[src/rtl/slot_bus_pkg.sv]
package slot_bus_pkg;

    parameter int unsigned SLOT_LIMIT_DEF = 99;
    parameter int unsigned NODE_COUNT_DEF = 4;

    typedef enum logic [1:0] {
        NS_BUSY = 2'd0,
        NS_SKIP = 2'd1,
        NS_WAIT = 2'd2,
        NS_SEND = 2'd3
    } node_state_e;

    typedef struct packed {
        logic send;
        logic wait_slot;
        logic skip;
    } node_flags_t;

    function automatic int unsigned count_width(input int unsigned limit);
        return (limit < 2) ? 1 : $clog2(limit + 1);
    endfunction

    function automatic node_flags_t flags_of(input node_state_e st);
        node_flags_t f;
        f.send      = (st == NS_SEND);
        f.wait_slot = (st == NS_WAIT);
        f.skip      = (st == NS_SKIP);
        return f;
    endfunction

endpackage

[src/rtl/slot_timer.sv]
module slot_timer
    import slot_bus_pkg::*;
#(
    parameter int unsigned SLOT_LIMIT = SLOT_LIMIT_DEF,
    localparam int unsigned CW = count_width(SLOT_LIMIT)
) (
    input  logic          clk,
    input  logic          rst,
    input  logic          bus_active,
    output logic [CW-1:0] count,
    output logic          round_start
);
    localparam logic [CW-1:0] LIMIT = CW'(SLOT_LIMIT);

    logic first_q;
    logic prev_active_q;

    always_ff @(posedge clk) begin
        if (rst) begin
            count         <= '0;
            first_q       <= 1'b1;
            prev_active_q <= 1'b0;
        end else begin
            first_q       <= 1'b0;
            prev_active_q <= bus_active;
            if (bus_active)
                count <= '0;
            else if (count != LIMIT)
                count <= count + 1'b1;
        end
    end

    assign round_start = first_q | (prev_active_q & ~bus_active);

endmodule

[src/rtl/slot_node.sv]
module slot_node
    import slot_bus_pkg::*;
#(
    parameter int unsigned SLOT_LIMIT = SLOT_LIMIT_DEF,
    localparam int unsigned CW = count_width(SLOT_LIMIT)
) (
    input  logic          clk,
    input  logic          rst,
    input  logic          bus_active,
    input  logic          round_start,
    input  logic [CW-1:0] count,
    input  logic [CW-1:0] prio,
    input  logic          req,
    input  logic          done,
    output node_flags_t   flags
);
    node_state_e state_q, state_d;

    always_comb begin
        state_d = state_q;
        unique case (state_q)
            NS_BUSY: if (round_start) state_d = req ? NS_WAIT : NS_SKIP;
            NS_SKIP: if (bus_active)  state_d = NS_BUSY;
            NS_WAIT: begin
                if (bus_active)          state_d = NS_BUSY;
                else if (count == prio)  state_d = NS_SEND;
            end
            NS_SEND: if (done)        state_d = NS_BUSY;
            default:                  state_d = NS_BUSY;
        endcase
    end

    always_ff @(posedge clk) begin
        if (rst) state_q <= NS_BUSY;
        else     state_q <= state_d;
    end

    assign flags = flags_of(state_q);

endmodule

[src/rtl/slot_bus_top.sv]
module slot_bus_top
    import slot_bus_pkg::*;
#(
    parameter int unsigned NODES      = NODE_COUNT_DEF,
    parameter int unsigned SLOT_LIMIT = SLOT_LIMIT_DEF,
    localparam int unsigned CW = count_width(SLOT_LIMIT)
) (
    input  logic             clk,
    input  logic             rst,
    input  logic [NODES-1:0] req,
    input  logic [NODES-1:0] done,
    output logic             bus_active,
    output logic [NODES-1:0] sending,
    output logic [NODES-1:0] waiting,
    output logic [NODES-1:0] skipping,
    output logic [CW-1:0]    idle_slots
);
    logic round_start;

    slot_timer #(.SLOT_LIMIT(SLOT_LIMIT)) u_timer (
        .clk         (clk),
        .rst         (rst),
        .bus_active  (bus_active),
        .count       (idle_slots),
        .round_start (round_start)
    );

    for (genvar n = 0; n < NODES; n++) begin : g_node
        localparam logic [CW-1:0] SLOT = CW'(n + 1);
        node_flags_t fl;

        slot_node #(.SLOT_LIMIT(SLOT_LIMIT)) u_node (
            .clk         (clk),
            .rst         (rst),
            .bus_active  (bus_active),
            .round_start (round_start),
            .count       (idle_slots),
            .prio        (SLOT),
            .req         (req[n]),
            .done        (done[n]),
            .flags       (fl)
        );

        assign sending[n]  = fl.send;
        assign waiting[n]  = fl.wait_slot;
        assign skipping[n] = fl.skip;
    end

    assign bus_active = |sending;

endmodule

[config.mk]
export PLATFORM = sky130hd
export DESIGN_NAME = slot_bus_top
export DESIGN_NICKNAME = d
export VERILOG_FILES = /design/src/rtl/slot_bus_pkg.sv /design/src/rtl/slot_timer.sv /design/src/rtl/slot_node.sv /design/src/rtl/slot_bus_top.sv
export SDC_FILE = /design/constraint.sdc
export NUM_CORES = 1
export LEC_CHECK = 0
export BUFFER_PORTS_ARGS = -buffer_cell sky130_fd_sc_hd__clkbuf_2
export CAP_MARGIN = 20
export CORE_MARGIN = 3
export CORE_UTILIZATION = 30
export CTS_CLUSTER_SIZE = 8
export DETAILED_ROUTE_END_ITERATION = 12
export HOLD_SLACK_MARGIN = 0.12
export SYNTH_ARGS = -nofsm -noshare
export SYNTH_HDL_FRONTEND = slang
export SYNTH_HIERARCHICAL = 1
export SYNTH_SLANG_ARGS = --single-unit
[constraint.sdc]
create_clock -name clk -period 5.81 [get_ports clk]
set_input_delay 1.162 -clock clk [delete_from_list [all_inputs] [get_ports clk]]
set_output_delay 1.162 -clock clk [all_outputs]
set_load 0.1 [all_outputs]
==> summary.md, run 1 <==
| Metric | Value |
|---|---|
| Status | `completed` |
| Global-route wire length before repair | `4636 um` |
| Slew Viols, Final | `0` |
| Initial Util | `between 30% and 40%` |
| Maximum clock path buffer count | `2` |
| Tightest Pin Transition | `around 0.54 ns` |
| Hold Vio Cnt, Final | `0` |
| Crit share post-route | `between 50% and 60%` |
| Most frequent cells in the layout | `xnor2_1 (29), clkbuf_2 (29), conb_1 (28), dfxtp_1 (17), nor2_1 (11)` |
| R2r setup slk | `about 3.5 ns` |
| Initial DRC Count | `30` |
| NumNets Final | `218` |
| Power density over the cells | `around 560 mW/mm^2` |
| Yosys reg bits | `17` |
| Die Y | `between 70 and 80 um` |
| Post-CTS Resized | `0` |
| Pleak | `about 0.66 nW` |
| Routed WL | `between 2000 and 3000 um` |
| Grt total ovfl | `0` |
| CORE AREA | `between 0.004 and 0.005 mm^2` |
| Crit path DAT | `~2.0 ns` |
| Die X-Extent | `72.15 um` |
| Tmin final | `between 3 and 4 ns` |
| FFs w/ async S/R, synth | `0%` |
| Total GRT Usage | `between 10 and 15%` |
| Clock sink total | `17` |
| Highest Clock Rate | `approximately 0.31 GHz` |
| Post-Synth Adder-Cell Area | `0.9533%` |
| WHS Endpoint | `u_timer/count[5]` |
| Area Overhead vs Synth | `22.97%` |
| Synth Area in XOR/XNOR | `about 21%` |
| Post-Synth Simple-Gate Area | `27.07%` |
| Worst Path Required | `about 4.7 ns` |
| Relative slew slack | `between 60 and 70%` |
| DP Wirelength | `slightly above 2000 um` |
| Post-synth top flop | `dfxtp_1` |
| Design Power | `about 0.9 mW` |
| HP Class | `flop to flop` |
| CTS Buf Count | `3` |
| Cell count after synthesis | `152` |
| Synth top area cells | `dfxtp_1 (26%), xnor2_1 (19%), mux2i_1 (6.9%)` |
| Fraction of layout cells with a size suffix above 1 | `between 20% and 30%` |
| # H-tree levels | `1` |
| Die ar. | `roughly 0.0052 mm^2` |
| Worst Reg2Reg Path Length in Cells | `8` |
| Post-layout util | `about two fifths` |
| Critical path startpoint category | `flop` |
| Synth Area in Compound Gates | `under 10%` |
| Largest family of logic cells by synthesized area | `simple AND/OR/NAND/NOR gates` |
| Clk slew on worst S/H paths | `around 0.07 ns` |
| Number of top-level pins | `30` |
| N_diodes | `0` |
| Unrepaired setup endpoints after global routing | `no` |
| Hold slack | `approximately 0.64 ns` |
| Synthesized area per cell | `8.635 um^2` |
| Cell taking the most area after synthesis | `dfxtp_1` |
| Peak VDD IR | `about 0.00032 V` |
| Vias in the first global route | `1063` |
| Reg2reg start | `g_node[1].u_node/state_q[0]` |
| Root Driver | `clkbuf_8` |
| Final Setup Violations | `0` |
| Mapped cell area | `0.001313 mm^2` |
| Max FO, Critical Path | `12` |
| DRC viols | `0` |
| Pre-Repair DR Iteration Count | `2` |
| Hold depth | `2` |
| Clock latency on the worst-skew pair | `approximately 0.26 ns` |
| Crit path capture type | `output port` |
| Critical path type | `flop to output port` |
| Synthesis Warnings | `6` |
| Hold buffer count at CTS | `0` |
| TritonCTS clock tree | `yes` |
| DR WL/cell | `10.61 um` |
| Initial antenna violation count | `0` |
| Placer Congestion | `roughly 0.76` |
| Setup bufs post-CTS | `0` |
| Largest net degree at the start of global routing | `21` |
| Max-Cap Viols | `0` |
| Worst R2R End | `g_node[3].u_node/state_q[0]` |
| Hold path start | `u_timer/count[5]` |
| Beginning of the critical path | `g_node[1].u_node/state_q[0]` |
| Mux cell area share after synthesis | `around 10%` |
| Num rows | `23` |
| Via density | `4.461` |
| Seq/Total Area, Yosys | `roughly a quarter` |
| Top cell type's share of synthesized area | `around 26%` |
| Fin Setup TNS | `0 ns` |
| Antenna Nets Post-Route | `0` |
| Via count | `~1100` |
| Port Buffers | `29` |
| Final setup skew | `0.007483 ns` |
| EDFF count, synth | `0` |
| Synth unique cells | `31` |
-- cell usage after synthesis, types with 5 or more instances --
library cell,instances
xnor2_1,29
mux2i_1,9
nor3_1,7
a21oi_1,6
nor4_1,8
dfxtp_1,17
nor2_1,11
nand3_1,7
inv_1,5
-- final cells by class --
type / count / area, um^2
Clock buffer: 4 / 45.04
Inverter: 5 / 18.77
Multi-Input combinational cell: 151 / 1002
Timing Repair Buffer: 29 / 145.1
Fill cell: 458 / 2501
Tap cell: 50 / 62.56
Sequential cell: 17 / 340.3
-- through the flow --
| stage | std cells | cell area [um^2] | setup WS (ns) |
|---|---|---|---|
| global placement | 252 | 1569 | 2.907 |
| floorplan | 178 | 1410 | 2.762 |
| finish | 256 | 1614 | 2.634 |
| global route | 256 | 1614 | 2.531 |
| detailed placement | 252 | 1569 | 2.901 |
| CTS | 256 | 1614 | 2.620 |
-- sequential cells by signal, summed over array words and instances, names as in the netlist --
signal,flops
u_timer/count,7
u_timer/first_q,1
u_timer/prev_active_q,1
g_node.u_node/state_q,8
-- where the power goes --
group / internal, mW / switching [mW]
registers: 0.151 / 0.0625
logic: 0.171 / 0.422
clock network: 0.0487 / 0.0424
total: 0.371 / 0.527
-- layer usage --
layer / GRT usage [%] / share of wire, % / vias up
met2: 17.49 / 43 / 27
li1: - / - / 609
met5: 0 / 0 / -
met3: 2.632 / 5.6 / 7
met4: 5.219 / 2.3 / 0
met1: 14.66 / 49 / 499
-- cell families after synthesis --
| group | after synthesis |
|---|---|
| XOR/XNOR | 31 |
| AND/OR/NAND/NOR | 60 |
| buffers and inverters | 10 |
| adder cells (fa/ha/maj) | 1 |
| AO/OA/AOI/OAI | 18 |
| other | 2 |
| flip-flops | 17 |
| multiplexers | 13 |
-- worst max-delay path by stage --
stage	slack [ns]	depth (start not counted)	endpoint
floorplan	2.76	3	bus_active
global placement	2.91	3	bus_active
detailed placement	2.90	3	bus_active
CTS	2.62	3	bus_active
global route	2.53	3	bus_active
finish	2.63	3	bus_active
-- worst max-delay path: stages (launching register included) --
cell	delay [ns]
dfxtp_1	0.37
and2_2	0.22
or4_1	0.72
clkbuf_2	0.45
No activity file was read; power rests on OpenSTA's default activity.
==> run 2, diff against run 1 <==
--- a/config.mk
+++ b/config.mk
@@ -5,6 +5,7 @@
 export SDC_FILE = /design/constraint.sdc
 export NUM_CORES = 1
 export LEC_CHECK = 0
+export ABC_AREA = 1
 export BUFFER_PORTS_ARGS = -buffer_cell sky130_fd_sc_hd__clkbuf_2
 export CAP_MARGIN = 20
 export CORE_MARGIN = 3
==> constraint.sdc (replaced) <==
create_clock -name clk -period 2.9 [get_ports clk]
set_input_delay 0.58 -clock clk [delete_from_list [all_inputs] [get_ports clk]]
set_output_delay 0.58 -clock clk [all_outputs]
set_load 0.1 [all_outputs]
==> run 2 against run 1 <==
Cell area is 35% higher. Clock power is 99% higher. Sequential share of layout area is 5.4 points lower. Register-to-register slack worse by 2.2 ns. Global-route usage is 0.28 points higher. Combinational power is 92% higher. Sequential power is 83% higher. Routed wire length is 33% higher. Critical path type unchanged. Critical endpoint unchanged.
==> summary.md, run 2 <==
| Metric | Value |
|---|---|
| Crit share post-route | `between 70% and 80%` |
| CORE AREA | `0.005270 mm^2 (+28%)` |
| Vias in the first global route | `1479 (+39%)` |
| HP Class | `input pin to flop` |
| Pleak | `1.282 nW (+95%)` |
| Worst setup endpoint | `bus_active` |
| Placed instance count | `493 (+96%)` |
| CTS Buf Count | `3 (unchanged)` |
| Die Y | `81.12 um (+12%)` |
| Synth unique cells | `18 (-42%)` |
| Top reg by flops | `g_node.u_node/state_q` |
| Area after DPL | `0.002128 mm^2 (+36%)` |
| NumNets Final | `439 (+100%)` |
| Max reg flops | `8 (unchanged)` |
| Commonest non-fill, non-tap cell in the layout | `nand2_1` |
| Tmin final | `2.119 ns` |
| DP Wirelength | `3013 um (+48%)` |
| Global-route wire length before repair | `6078 um (+31%)` |
| Worst R2R End | `g_node[1].u_node/state_q[0]` |
| Crit-path cells | `nand2_1, inv_1, nor2_1, nand2_1, clkbuf_2` |
| Synth top area cells | `nand2_1 (30%), inv_1 (22%), dfxtp_1 (20%)` |
| Total GRT Usage | `11.52% (+0.28 points)` |
| # H-tree levels | `1 (unchanged)` |
| Crit path capture type | `output port` |
| TritonCTS clock tree | `yes` |
| Synth cell count leaders | `nand2_1 (136), inv_1 (98), nor2_1 (32), dfxtp_1 (17), nand3_1 (15)` |
| Initial DRC Count | `58 (+93%)` |
| Hold buffer count at CTS | `0 (unchanged)` |
| Peak VDD IR | `0.0004889 V (+54%)` |
| Seq/Total Area, Yosys | `20.10% (-5.8 points)` |
| Number of top-level pins | `30 (unchanged)` |
| Hold Vio Cnt, Final | `0 (unchanged)` |
| PnR worst setup slack | `0.7808 ns (-1.853 ns)` |
| Setup bufs post-CTS | `0 (unchanged)` |
| Via count | `1823 (+60%)` |
| EDFF count, synth | `0 (unchanged)` |
| R2r setup slk | `1.23 ns (-2.22 ns)` |
| Cell taking the most area after synthesis | `nand2_1` |
| Worst Reg2Reg Path Length in Cells | `13 (+5)` |
| Pre-CTS setup slack | `1.049 ns (-1.853 ns)` |
| Post-synth top flop | `dfxtp_1` |
| Grt total ovfl | `0 (unchanged)` |
| Unrepaired setup endpoints after global routing | `no` |
| Crit path DAT | `1.54 ns (-0.47 ns)` |
| Synthesized area per cell | `4.979 um^2 (-42%)` |
| Final setup skew | `0.002532 ns (-0.004951 ns)` |
| Synthesis Warnings | `6 (unchanged)` |
| Pre-Repair DR Iteration Count | `4 (+2)` |
| FFs w/ async S/R, synth | `0% (unchanged)` |
| DR WL/cell | `7.266 um (-31%)` |
| Largest net degree at the start of global routing | `16 (-24%)` |
| Max FO, Critical Path | `7 (-5)` |
| Placer Congestion | `0.8181 (+7.4%)` |
| Filler Cell Count | `610 (+33%)` |
| Initial Util | `32.12% (+0.23 points)` |
| DRC viols | `0 (unchanged)` |
| Reg2reg start | `g_node[1].u_node/state_q[0]` |
| Root Driver | `clkbuf_8` |
| Cell count after synthesis | `340 (+120%)` |
| Num rows | `26 (+13%)` |
| Post-layout util | `41.24% (+2.0 points)` |
| Status | `completed` |
| N_diodes | `0 (unchanged)` |
| Clock latency on the worst-skew pair | `0.25 ns (about the same)` |
| Fraction of layout cells with a size suffix above 1 | `11.48% (-14 points)` |
| Largest registers | `g_node.u_node/state_q x8, u_timer/count x7` |
| Worst path max stage delay | `0.50 ns (-0.22 ns)` |
| Highest Clock Rate | `around 0.47 GHz` |
| Power density over the cells | `790.2 mW/mm^2 (+42%)` |
| Routed WL | `3611 um (+33%)` |
| Maximum clock path buffer count | `2 (unchanged)` |
| Slowest CP cell | `clkbuf_2` |
| Hold slack | `0.5477 ns (-0.09533 ns)` |
| Critical path startpoint category | `flop` |
| Initial antenna violation count | `0 (unchanged)` |
| Most frequent cells in the layout | `nand2_1 (136), inv_1 (98), conb_1 (56), nor2_1 (32), clkbuf_2 (29)` |
| Via density | `3.668 (-18%)` |
| Fin Setup TNS | `0 ns (unchanged)` |
| Yosys reg bits | `17 (unchanged)` |
| Post-route cell area | `0.002173 mm^2 (+35%)` |
| Beginning of the critical path | `g_node[2].u_node/state_q[1]` |
| Area Overhead vs Synth | `28.38%` |
| Die X-Extent | `81.12 um (+12%)` |
| Design Power | `1.717 mW (+91%)` |
| Final Setup Violations | `0 (unchanged)` |
| Max-Cap Viols | `0 (unchanged)` |
| Post-CTS Resized | `0 (unchanged)` |
| Tightest Pin Transition | `0.5461 ns (+0.002725 ns)` |
| Worst Path Required | `2.32 ns (-2.33 ns)` |
| Relative slew slack | `63.75% (-0.18 points)` |
| Critical path type | `flop to output port` |
| Fin cells | `497 (+94%)` |
| Top cell type's share of synthesized area | `30.16% (+4.2 points)` |
| Antenna Nets Post-Route | `0 (unchanged)` |
| Count leader, synth | `nand2_1` |
| Mapped cell area | `0.001693 mm^2 (+29%)` |
| Die ar. | `0.006580 mm^2 (+26%)` |
| Clk slew on worst S/H paths | `0.07 ns (about the same)` |
| Slew Viols, Final | `0 (unchanged)` |
| Clock sink total | `17 (unchanged)` |
| Port Buffers | `29 (unchanged)` |
| Most frequent CP cell | `nand2_1` |
[run 2: cell families after synthesis]
logic type | Yosys count | share of synthesized area (%)
AND/OR/NAND/NOR | 202 | 49.52
buffers and inverters | 102 | 22.91
flip-flops | 17 | 20.10
AO/OA/AOI/OAI | 15 | 5.765
other | 2 | 0.4436
XOR/XNOR | 1 | 0.5175
adder cells (fa/ha/maj) | 1 | 0.7390
[run 2: layout make-up]
cell class	instances	area, um^2	share of cell area, %
inverter	102	387.9	17.85
tap	70	87.58	4.030
timing repair buffer	29	145.1	6.678
multi-input combinational	275	1167	53.71
clock buffer	4	45.04	2.073
sequential	17	340.3	15.66
[run 2: worst min-delay path by stage]
stage / slack, ns / depth (start not counted) / start / end
after floorplan: 0.61 / 0 / rst / u_timer/first_q
after global placement: 0.65 / 2 / u_timer/count[6] / u_timer/count[6]
after detailed placement: 0.67 / 2 / u_timer/count[3] / u_timer/count[3]
after CTS: 0.54 / 1 / rst / u_timer/first_q
after global routing: 0.55 / 1 / rst / u_timer/first_q
final: 0.55 / 1 / rst / u_timer/first_q
[run 2: critical path, delay by kind of cell (launching register included)]
kind	cells	cell delay (ns)
DFF	1	0.39
buffers and inverters	2	0.59
and+or+nand+nor	3	0.30
[run 2: metal layers]
layer | vias up | global-route usage [%] | part of all wire (%)
met5 | - | 0 | 0
met4 | 0 | 2.027 | 0.42
met3 | 2 | 2.328 | 3.3
met2 | 21 | 20.44 | 46
met1 | 722 | 14.48 | 50
li1 | 1078 | - | -
[run 2: power breakdown]
part	leakage, nW	internal (mW)	switching (mW)
Combinational	1.12	0.265	0.880
Clock	0.0228	0.0976	0.0834
Sequential	0.140	0.295	0.0963
Total	1.28	0.658	1.06
